[src/rtl/flash_cmd_seq.sv]
module flash_cmd_seq #(
  parameter int BUF_AW = 8,
  parameter int LEN_W = 16,
  parameter int SUB_Q = 32,
  parameter int WAIT_RW = 500000,
  parameter int WAIT_ER = 125000000,
  parameter int POLL_MAX = 4096,
  parameter logic [31:0] WIN_BASE = 32'h0000_1000,
  parameter logic [31:0] CMD_OFS = 32'h0,
  parameter logic [31:0] ADDR_OFS = 32'h4,
  parameter logic [31:0] SIZE_OFS = 32'h8,
  parameter logic [31:0] DATA_OFS = 32'h40
) (
  input  logic              clk,
  input  logic              rst_n,
  input  logic              req_valid,
  input  logic [2:0]        req_op,
  input  logic [31:0]       req_faddr,
  input  logic [LEN_W-1:0]  req_len,
  input  logic [BUF_AW-1:0] req_buf,
  output logic              busy,
  output logic              done,
  output logic              err,
  output logic              bm_req,
  output logic              bm_we,
  output logic [31:0]       bm_addr,
  output logic [31:0]       bm_wdata,
  input  logic              bm_ack,
  input  logic [31:0]       bm_rdata,
  output logic [BUF_AW-1:0] buf_addr,
  output logic              buf_we,
  output logic [31:0]       buf_wdata,
  input  logic [31:0]       buf_rdata
);
  localparam int QW = $clog2(SUB_Q + 1);
  localparam int RW = LEN_W - 2;
  localparam int WW = $clog2(WAIT_ER + 1);
  localparam int PW = $clog2(POLL_MAX + 1);
  localparam logic [31:0] SUB_B = 32'(SUB_Q * 4);

  typedef enum logic [3:0] {
    S_IDLE, S_LOAD, S_ADDR, S_SIZE, S_CMD, S_WAIT, S_POLL, S_RDAT, S_FIN
  } st_t;

  st_t st;
  logic [2:0]        op;
  logic [31:0]       fa;
  logic [RW-1:0]     rem;
  logic [QW-1:0]     cnt;
  logic [BUF_AW-1:0] bp;
  logic [WW-1:0]     wcnt;
  logic [PW-1:0]     pcnt;
  logic              done_q, err_q;
  logic [3:0]        code;

  wire            big     = rem > RW'(SUB_Q);
  wire [QW-1:0]   subq    = big ? QW'(SUB_Q) : rem[QW-1:0];
  wire            sub_end = cnt == subq - QW'(1);
  wire            is_er   = (op == 3'd2) || (op == 3'd3) || (op == 3'd4);
  wire [WW-1:0]   lim     = is_er ? WW'(WAIT_ER - 1) : WW'(WAIT_RW - 1);
  wire [31:0]     dat_a   = WIN_BASE + DATA_OFS + (32'(cnt) << 2);

  always_comb begin
    case (op)
      3'd0:    code = 4'h2;
      3'd1:    code = 4'h1;
      3'd2:    code = 4'he;
      3'd3:    code = 4'hd;
      3'd4:    code = 4'hc;
      default: code = 4'hf;
    endcase
  end

  assign busy      = st != S_IDLE;
  assign done      = done_q;
  assign err       = err_q;
  assign bm_req    = st inside {S_LOAD, S_ADDR, S_SIZE, S_CMD, S_POLL, S_RDAT};
  assign bm_we     = st inside {S_LOAD, S_ADDR, S_SIZE, S_CMD};
  assign buf_addr  = bp;
  assign buf_we    = (st == S_RDAT) && bm_ack;
  assign buf_wdata = bm_rdata;

  always_comb begin
    bm_addr  = WIN_BASE + CMD_OFS;
    bm_wdata = 32'h0;
    case (st)
      S_LOAD: begin bm_addr = dat_a; bm_wdata = buf_rdata; end
      S_ADDR: begin bm_addr = WIN_BASE + ADDR_OFS; bm_wdata = fa; end
      S_SIZE: begin bm_addr = WIN_BASE + SIZE_OFS; bm_wdata = 32'(subq) << 2; end
      S_CMD:  bm_wdata = 32'(code);
      S_RDAT: bm_addr = dat_a;
      default: ;
    endcase
  end

  always_ff @(posedge clk) begin
    if (!rst_n) begin
      st <= S_IDLE; op <= 3'd0; fa <= '0; rem <= '0; cnt <= '0; bp <= '0;
      wcnt <= '0; pcnt <= '0; done_q <= 1'b0; err_q <= 1'b0;
    end else begin
      done_q <= 1'b0;
      err_q  <= 1'b0;
      case (st)
        S_IDLE: if (req_valid) begin
          op <= req_op; fa <= req_faddr; rem <= req_len[LEN_W-1:2];
          bp <= req_buf; cnt <= '0;
          if (req_op > 3'd5) st <= S_FIN;
          else if (req_op > 3'd1) st <= S_CMD;
          else if (req_len[LEN_W-1:2] == '0) st <= S_FIN;
          else st <= (req_op == 3'd1) ? S_LOAD : S_ADDR;
        end
        S_LOAD: if (bm_ack) begin
          bp <= bp + 1'b1;
          if (sub_end) begin cnt <= '0; st <= S_ADDR; end
          else cnt <= cnt + 1'b1;
        end
        S_ADDR: if (bm_ack) st <= S_SIZE;
        S_SIZE: if (bm_ack) st <= S_CMD;
        S_CMD:  if (bm_ack) begin wcnt <= '0; st <= S_WAIT; end
        S_WAIT: begin
          if (wcnt == lim) begin pcnt <= '0; st <= S_POLL; end
          else wcnt <= wcnt + 1'b1;
        end
        S_POLL: if (bm_ack) begin
          if (bm_rdata == 32'h0) begin
            if (is_er) st <= S_FIN;
            else if (op == 3'd1) begin
              rem <= rem - RW'(subq); fa <= fa + SUB_B;
              st <= big ? S_LOAD : S_FIN;
            end else begin cnt <= '0; st <= S_RDAT; end
          end else if (pcnt == PW'(POLL_MAX - 1)) begin
            err_q <= 1'b1; st <= S_IDLE;
          end else pcnt <= pcnt + 1'b1;
        end
        S_RDAT: if (bm_ack) begin
          bp <= bp + 1'b1;
          if (op == 3'd5) st <= S_FIN;
          else if (sub_end) begin
            cnt <= '0; rem <= rem - RW'(subq); fa <= fa + SUB_B;
            st <= big ? S_ADDR : S_FIN;
          end else cnt <= cnt + 1'b1;
        end
        S_FIN: begin done_q <= 1'b1; st <= S_IDLE; end
        default: st <= S_IDLE;
      endcase
    end
  end
endmodule

[config.mk]
export PLATFORM = sky130hd
export DESIGN_NAME = flash_cmd_seq
export DESIGN_NICKNAME = d
export VERILOG_FILES = /design/src/rtl/flash_cmd_seq.sv
export SDC_FILE = /design/constraint.sdc
export NUM_CORES = 1
export LEC_CHECK = 0
export BUFFER_PORTS_ARGS = -buffer_cell sky130_fd_sc_hd__buf_4
export CAP_MARGIN = 40
export CORE_ASPECT_RATIO = 1.25
export CORE_MARGIN = 4
export CORE_UTILIZATION = 30
export DETAILED_ROUTE_END_ITERATION = 8
export GPL_TIMING_DRIVEN = 0
export PLACE_DENSITY_LB_ADDON = 0.15
export SYNTH_ARGS = -nofsm -noshare
export SYNTH_HDL_FRONTEND = slang
export SYNTH_SLANG_ARGS = --single-unit
[constraint.sdc]
create_clock -name clk -period 7.7 [get_ports clk]
set_clock_uncertainty 0.1 [all_clocks]
set_input_delay 1.155 -clock clk [delete_from_list [all_inputs] [get_ports clk]]
set_output_delay 1.155 -clock clk [all_outputs]
set_load 0.02 [all_outputs]
==> qor.yml, run 1 <==
status: "complete, no violations"
ys_ff_latch: 109
clock_latency_ns: 0.37
die_w_um: 149
wl_per_cell_um: 17.9
finalCritPeriodShare: 0.585
post-route-util: 0.400
p_leak_nw: 4.01
gp_congestion: 0.877
crit_end: "bm_wdata[1]"
antenna_found_initial: 0
drt_iter0_drc: 411
clk_pin_slew_worst_paths_ns: 0.08
drc: 0
drive_above_1_share: 0.274
synthFlopType: "dfxtp_1"
via_per_inst: 5.14
netlist_area_um2: 7410
min_path_type: "reg -> reg"
grt_pass1_wl_um: 42600
grt_max_degree: 19
tightestPinTransition_ns: 0.880
finalSetupViolations: 0
r2r_start: "rem[8]"
synth_top_cell_area_share: 0.294
crit_path_end_kind: "output port"
postCtsResizedCells: 0
overflow: 0
antenna_cells: 0
async_flop_share: 0
synthTopCellsByArea: "dfxtp_1 (29%), buf_4 (6.0%), nand2_1 (5.6%)"
ctsHoldBuffers: 0
start_util: 0.304
crit_type: "reg -> out"
drt_wl_total_um: 28000
synth_edf_count: 0
synth_cells: 982
cp_data_required_time_ns: 6.44
fin_total_pwr_mw: 2.80
io_buffers: 208
synth.distinct_cells: 80
synth-seq-area-share: 0.294
holdWs_ns: 0.366
postCtsSetupRepairBufs: 0
dp_hpwl_um: 21600
cts_tree: "done"
root_buffer: "clkbuf_16"
reg2reg_slack_ns: 3.41
clock-sinks: 109
relSlewSlack: 0.413
power.density_nw_per_um2: 286
slew_violations: 0
grtUsageTotal: 0.198
syn_avg_cell_area_um2: 7.55
dieArea_um2: 27300
path_max_fanout: 10
antenna_left: 0
io_pins: 237
fp.coreArea_um2: 24400
yosys_warnings: 0
synth_top_area_cell: "dfxtp_1"
ir_worst_vdd_v: 0.000120
max-cap-violations: 0
r2r_end: "rem[7]"
syn2layout_area_growth_pct: 31.9
worstSetupStartpoint: "st[0]"
htree_levels: 3
setup_tns_ns: 0
drt_pre_antenna_iters: 5
arrival_ns: 3.25
r2r_cells: 13
nNetsFinal: 1362
dieHeight_um: 184
grt_pass1_vias: 7807
via_count: 8011
rows: 64
cts.path.max_buffers: 2
critPathLaunchType: "register"
hold_viol: 0
max_freq_ghz: 0.222
rsz0062_at_grt: "no"
cts_buffers: 9
period_needed_ns: 4.50
[worst max-delay path, cell delays in order, from the launching register on]
cell and delay [ns]:
dfxtp_1 0.48, clkbuf_1 0.43, clkbuf_1 0.45, nor2_1 0.25
clkbuf_1 0.41, a222oi_1 0.59, inv_1 0.09, buf_4 0.17
[metrics by stage]
stage | std cells | cell area [µm²] | setup WS [ns]
5_1_grt | 1560 | 9780 | 3.00
3_3_place_gp | 1544 | 9480 | 3.54
3_5_place_dp | 1544 | 9480 | 3.51
2_1_floorplan | 1006 | 7500 | 4.22
4_1_cts | 1560 | 9780 | 3.25
6_report | 1560 | 9780 | 3.20
[cells by family (layout without fill, tap and decap cells)]
family | after synthesis | in the layout | share of synthesized area
AO/OA/AOI/OAI | 260 | 260 | 0.252
XOR/XNOR | 39 | 39 | 0.0471
adder cells (fa/ha/maj) | 10 | 10 | 0.0169
buffers and inverters | 141 | 365 | 0.107
flip-flops | 109 | 109 | 0.294
multiplexers | 2 | 2 | 0.00270
other | 2 | 26 | 0.00101
AND/OR/NAND/NOR | 419 | 419 | 0.278
[cell usage after synthesis, types with 13 or more instances]
| library cell | count |
|---|---|
| o21ai_0 | 33 |
| nor3_1 | 38 |
| nand2_1 | 111 |
| nand2b_1 | 13 |
| clkbuf_1 | 41 |
| nand4_1 | 16 |
| xor2_1 | 15 |
| a31oi_1 | 14 |
| a22o_1 | 25 |
| buf_4 | 59 |
| xnor2_1 | 23 |
| a21oi_1 | 77 |
| nand3_1 | 32 |
| nor4_1 | 19 |
| nor2_1 | 107 |
| dfxtp_1 | 109 |
| and3_1 | 20 |
| inv_1 | 25 |
[how the worst min path moves through the flow]
| stage | depth (start not counted) | startpoint | slack [ns] | endpoint |
|---|---|---|---|---|
| CTS | 2 | fa[4] | 0.36 | fa[4] |
| finish | 2 | fa[4] | 0.37 | fa[4] |
| global placement | 2 | fa[4] | 0.34 | fa[4] |
| detailed placement | 2 | fa[4] | 0.35 | fa[4] |
| floorplan | 2 | fa[1] | 0.34 | fa[1] |
| global route | 2 | fa[2] | 0.39 | fa[2] |
[cell type report]
cell class	instances	area (µm²)
Multi-Input combinational cell	756	4530
Fill cell	2652	14600
Sequential cell	109	2180
Tap cell	330	413
Timing Repair Buffer	208	1560
Clock buffer	9	225
Clock inverter	7	73.8
Inverter	26	97.6
Buffer	115	699
[power by group]
part / internal, mW / total [mW] / switching [mW]
Sequential: 0.679 / 0.821 / 0.142
Combinational: 0.552 / 1.49 / 0.938
Clock: 0.254 / 0.489 / 0.235
Total: 1.48 / 2.80 / 1.32
[cells in the final DEF (no fill, tap or decap), types with 9 or more instances in the layout]
cell	instances
buf_4	267
nand2_1	111
dfxtp_1	109
nor2_1	107
a21oi_1	77
clkbuf_1	41
nor3_1	38
o21ai_0	33
nand3_1	32
conb_1	26
inv_1	25
a22o_1	25
xnor2_1	23
and3_1	20
nor4_1	19
nand4_1	16
xor2_1	15
a31oi_1	14
nand2b_1	13
and2_1	10
ha_1	10
o211ai_1	9
a21oi_2	9
o32ai_2	9
clkbuf_16	9
[registers in the layout, indices dropped and copies added (netlist names)]
register / cells
err: 1
op: 3
rem: 14
buf_addr: 8
st: 4
wcnt: 27
cnt: 6
pcnt: 13
fa: 32
done: 1
[layer usage]
layer / vias to the layer above / routed length, µm / track usage
met5: - / 0 / 0
met4: 0 / 795 / 0.0651
met3: 41 / 2220 / 0.0444
met2: 300 / 13400 / 0.345
met1: 3720 / 11500 / 0.241
li1: 3950 / - / -
Power figures use the tool's default switching activity.
==> run 2, diff against run 1 <==
==> constraint.sdc (replaced) <==
create_clock -name clk -period 3.92 [get_ports clk]
set_clock_uncertainty 0.1 [all_clocks]
set_input_delay 0.588 -clock clk [delete_from_list [all_inputs] [get_ports clk]]
set_output_delay 0.588 -clock clk [all_outputs]
set_load 0.02 [all_outputs]
==> run 2 against run 1 <==
Net effect:
- cell count is 0.45% higher
- sequential cell count stayed put
- setup slack worse by 3.0 ns
- critical endpoint unchanged
- highest routed layer unchanged
==> qor.yml, run 2 (synthesis gave the netlist of run 1 again) <==
finalCritPeriodShare: 0.957
critical_path.top_delay_family: "buffers and inverters"
worst-path-stages: 7
crit_type: "reg -> out"
via_per_inst: 5.10
relSlewSlack: 0.442
clock_latency_ns: 0.37
r2r_start: "rem[10]"
dieArea_um2: 27300
antenna_cells: 0
antenna_found_initial: 0
via_count: 7999
syn2layout_area_growth_pct: 33.1
status: "complete, no violations"
path_max_fanout: 10
ir_worst_vdd_v: 0.000242
drt_pre_antenna_iters: 6
clock-sinks: 109
grtUsageTotal: 0.198
io_pins: 237
reg_top3: "fa: 32 flops, wcnt: 27 flops, rem: 14 flops"
grt_pass1_wl_um: 42700
period_needed_ns: 3.75
dp_hpwl_um: 21600
whs_path_depth: 2
min_from: "fa[4]"
wl_per_cell_um: 17.9
largest_reg_flops: 32
nNetsFinal: 1369
r2r_cells: 15
start_util: 0.304
cts_tree: "done"
finalNonFillerCells: 1567
largest-register: "fa"
cp_data_required_time_ns: 3.23
path_common_cell: "clkbuf_1"
gp_congestion: 0.877
drt_wl_total_um: 28100
fin_total_pwr_mw: 5.63
finalSetupViolations: 0
dieHeight_um: 184
drt_iter0_drc: 379
die_w_um: 149
clk_pin_slew_worst_paths_ns: 0.08
crit_slowest_cell: "a222oi_1"
drc: 0
cts_buffers: 9
cp_cell_sequence: "clkbuf_1 -> clkbuf_2 -> nor2_1 -> clkbuf_1 -> a222oi_1 -> inv_1 -> buf_4"
antenna_left: 0
slew_violations: 0
io_buffers: 208
rows: 64
tightestPinTransition_ns: 0.836
grt_pass1_vias: 7834
final_cell_mix: "buf_4 (274), nand2_1 (110), dfxtp_1 (109)"
fp.coreArea_um2: 24400
htree_levels: 3
arrival_ns: 3.06
crit_path_end_kind: "output port"
layout_commonest_cell: "buf_4"
max_freq_ghz: 0.267
place_inst: 1544
p_leak_nw: 4.07
overflow: 0
min_path_type: "reg -> reg"
cts.path.max_buffers: 2
power.density_nw_per_um2: 570
max_stage_delay_ns: 0.59
max-cap-violations: 0
root_buffer: "clkbuf_16"
path_buf_inv: 5
drive_above_1_share: 0.283
hold_viol: 0
worstSetupStartpoint: "st[0]"
grt_max_degree: 19
critPathLaunchType: "register"
-- run 2: tightest hold or removal path: stages (launching register included) --
cell and delay (ns):
dfxtp_1 0.32, nand2_1 0.05, a21oi_1 0.05
-- run 2: routing by layer --
metal  routed length [µm]  track usage  up-vias
li1                     -            -     3964
met1                11600        0.239     3688
met2                13500        0.345      306
met3                 2160       0.0444       41
met4                  798       0.0665        0
met5                    0            0        -
-- run 2: timing repair --
item,in CTS,in global routing
buffers inserted,1,6
endpoints found under the hold margin,0,0
setup endpoints to repair,39,43
pin swaps,0,3
resized for setup,4,6
hold buffers,0,0
-- run 2: cell type report --
cell class                 instances  area, µm²
fill                            2657      14600
multi-input combinational        756       4570
sequential                       109       2180
timing repair buffer             215       1610
buffer                           115        701
tap                              330        413
clock buffer                       9        225
inverter                          26       97.6
clock inverter                     7       73.8
-- run 2: stage by stage --
step / util / hold slack, ns / setup WS, ns / instance area [µm²] / TNS, ns
finish: 0.404 / 0.361 / 0.170 / 9870 / 0
global route: 0.404 / 0.382 / -0.00437 / 9870 / -0.00437
CTS: 0.402 / 0.358 / 0.0374 / 9810 / 0
detailed placement: 0.388 / 0.347 / -0.268 / 9480 / -6.50
global placement: 0.388 / 0.342 / -0.236 / 9480 / -6.06
floorplan: - / 0.336 / 0.437 / 7500 / 0
-- run 2: worst paths after layout --
| check | endpoint | slack (ns) |
|---|---|---|
| worst max-delay path | bm_wdata[1] | 0.17 |
| worst max register to register | fa[14] | 0.25 |
| worst min-delay path | fa[4] | 0.36 |
| worst min register to register | fa[4] | 0.36 |
-- run 2: power by group --
group	internal, mW	switching [mW]
registers	1.33	0.288
clock network	0.498	0.461
logic	1.17	1.88
==> run 3, diff against run 2 <==
==> constraint.sdc (replaced) <==
create_clock -name clk -period 3.92 [get_ports clk]
set_clock_uncertainty 0.1 [all_clocks]
set_input_delay 0.784 -clock clk [delete_from_list [all_inputs] [get_ports clk]]
set_output_delay 0.784 -clock clk [all_outputs]
set_load 0.02 [all_outputs]
==> run 3 against run 2 <==
Net effect:
- setup slack worse by 0.052 ns
- cell area down 0.22%
- utilization decreased by 0.087 points
- via count is 0.18% higher
- hold slack improved by 0.0035 ns
- sequential cell count did not move
- routed wire length decreased by 0.17%
==> qor.yml, run 3 (synthesis gave the netlist of run 1 again) <==
status: "complete, no violations"
dp_hpwl_um: 21600
max-cap-violations: 0
critical_path.top_delay_family: "buffers and inverters"
grt_pass1_vias: 7824
gp_congestion: 0.877
grtUsageMet3: 0.0444
start_util: 0.304
io_buffers: 208
place_inst: 1544
drt_pre_antenna_iters: 4
tightestPinTransition_ns: 0.837
fp.coreArea_um2: 24400
grt.met1_usage: 0.240
root_buffer: "clkbuf_16"
rows: 64
max_freq_ghz: 0.263
ir_worst_vdd_v: 0.000235
antenna_found_initial: 0
period_needed_ns: 3.80
htree_levels: 3
cts_tree: "done"
busiest_layer: "met2"
holdWs_ns: 0.365
setup_tns_ns: 0
drt_iter0_drc: 420
reg_top3: "fa: 32 flops, wcnt: 27 flops, rem: 14 flops"
cp_cell_sequence: "buf_2 -> nand2_1 -> or2_2 -> clkbuf_1 -> clkbuf_1 -> clkbuf_1 -> nor2_1 -> buf_4"
slew_violations: 0
antenna_cells: 0
drt_wl_total_um: 28000
crit_path_end_kind: "output port"
hold_viol: 0
clock_latency_ns: 0.37
syn2layout_area_growth_pct: 32.9
multiInputGateArea_um2: 4570
clk_pin_slew_worst_paths_ns: 0.08
met2_usage: 0.346
via_per_inst: 5.13
path_common_cell: "clkbuf_1"
finalSetupViolations: 0
clock-sinks: 109
cts.path.max_buffers: 2
wl_per_cell_um: 17.9
drive_above_1_share: 0.283
die_w_um: 149
grt_max_degree: 19
drc: 0
path_max_fanout: 10
crit_type: "reg -> out"
layout_commonest_cell: "buf_4"
grt_pass1_wl_um: 42700
via_count: 8013
relSlewSlack: 0.442
io_pins: 237
path_buf_inv: 5
max_stage_delay_ns: 0.52
dieArea_um2: 27300
p_leak_nw: 4.05
nNetsFinal: 1365
critPathLaunchType: "register"
min_path_type: "reg -> reg"
overflow: 0
final_cell_mix: "buf_4 (270), nand2_1 (110), dfxtp_1 (109)"
rsz0062_at_grt: "no"
power.density_nw_per_um2: 567
grtUsageTotal: 0.198
ctsHoldBuffers: 0
dieHeight_um: 184
cp_data_required_time_ns: 3.04
largest_reg_flops: 32
finalNonFillerCells: 1563
register_area_um2: 2180
fill_cells: 2651
crit_slowest_cell: "clkbuf_1"
antenna_left: 0
finalCritPeriodShare: 0.970
cts_buffers: 9
arrival_ns: 2.92
largest-register: "fa"
run 3: changes by cell type in the layout (fill, tap and decap cells not counted), sizes merged:
cell,change
buf,-4
run 3: layout make-up:
class	count	share of cell area
clock buffers	9	0.0229
inverters	26	0.00991
well taps	330	0.0419
multi-input cells	756	0.464
clock inverters	7	0.00749
flip-flops and latches	109	0.222
repair buffers	211	0.161
plain buffers	115	0.0713
run 3: worst register-to-register path, cell delays in order (launching register included):
cell	delay [ns]
dfxtp_1	0.36
nor2_2	0.23
nand3b_1	0.18
nor2b_4	0.20
nand2_1	0.10
ha_1	0.29
xnor2_2	0.22
nand2_1	0.11
o32a_1	0.38
a2111oi_4	0.43
o21ai_2	0.16
a21o_1	0.21
buf_6	0.15
buf_6	0.17
o211ai_2	0.18
o31ai_2	0.08
run 3: power by group:
part	internal (mW)	total, mW	switching, mW
combinational	1.13	3.00	1.87
clock	0.498	0.962	0.464
sequential	1.33	1.62	0.282
total	2.96	5.58	2.62
run 3: final timing paths:
path | startpoint | endpoint | slack, ns | depth (start not counted)
max | st[2] | buf_we | 0.12 | 8
min | fa[6] | fa[6] | 0.36 | 2
max reg2reg | rem[6] | fa[14] | 0.24 | 15
min reg2reg | fa[6] | fa[6] | 0.36 | 2
run 3: metal layers:
layer,vias to the layer above,part of all wire
met2,311,0.48
met4,0,0.030
met5,-,0
met3,42,0.077
li1,3954,-
met1,3706,0.41
run 3: metrics by stage:
| step | utilization | setup slack (ns) | area, µm² | power (mW) |
|---|---|---|---|---|
| floorplan | - | 0.437 | 7500 | 3.49 |
| detailed placement | 0.388 | -0.268 | 9480 | 4.54 |
| finish | 0.403 | 0.119 | 9850 | 5.58 |
| CTS | 0.402 | 0.0428 | 9810 | 5.55 |
| global route | 0.403 | 0.0112 | 9850 | 5.94 |
| global placement | 0.388 | -0.236 | 9480 | 4.52 |
run 3: timing repair:
item | 4_1_cts | 5_1_grt
setup buffers | 1 | 2
gates resized for setup | 4 | 8
pin swaps | 0 | 2
endpoints found under the setup margin | 43 | 44
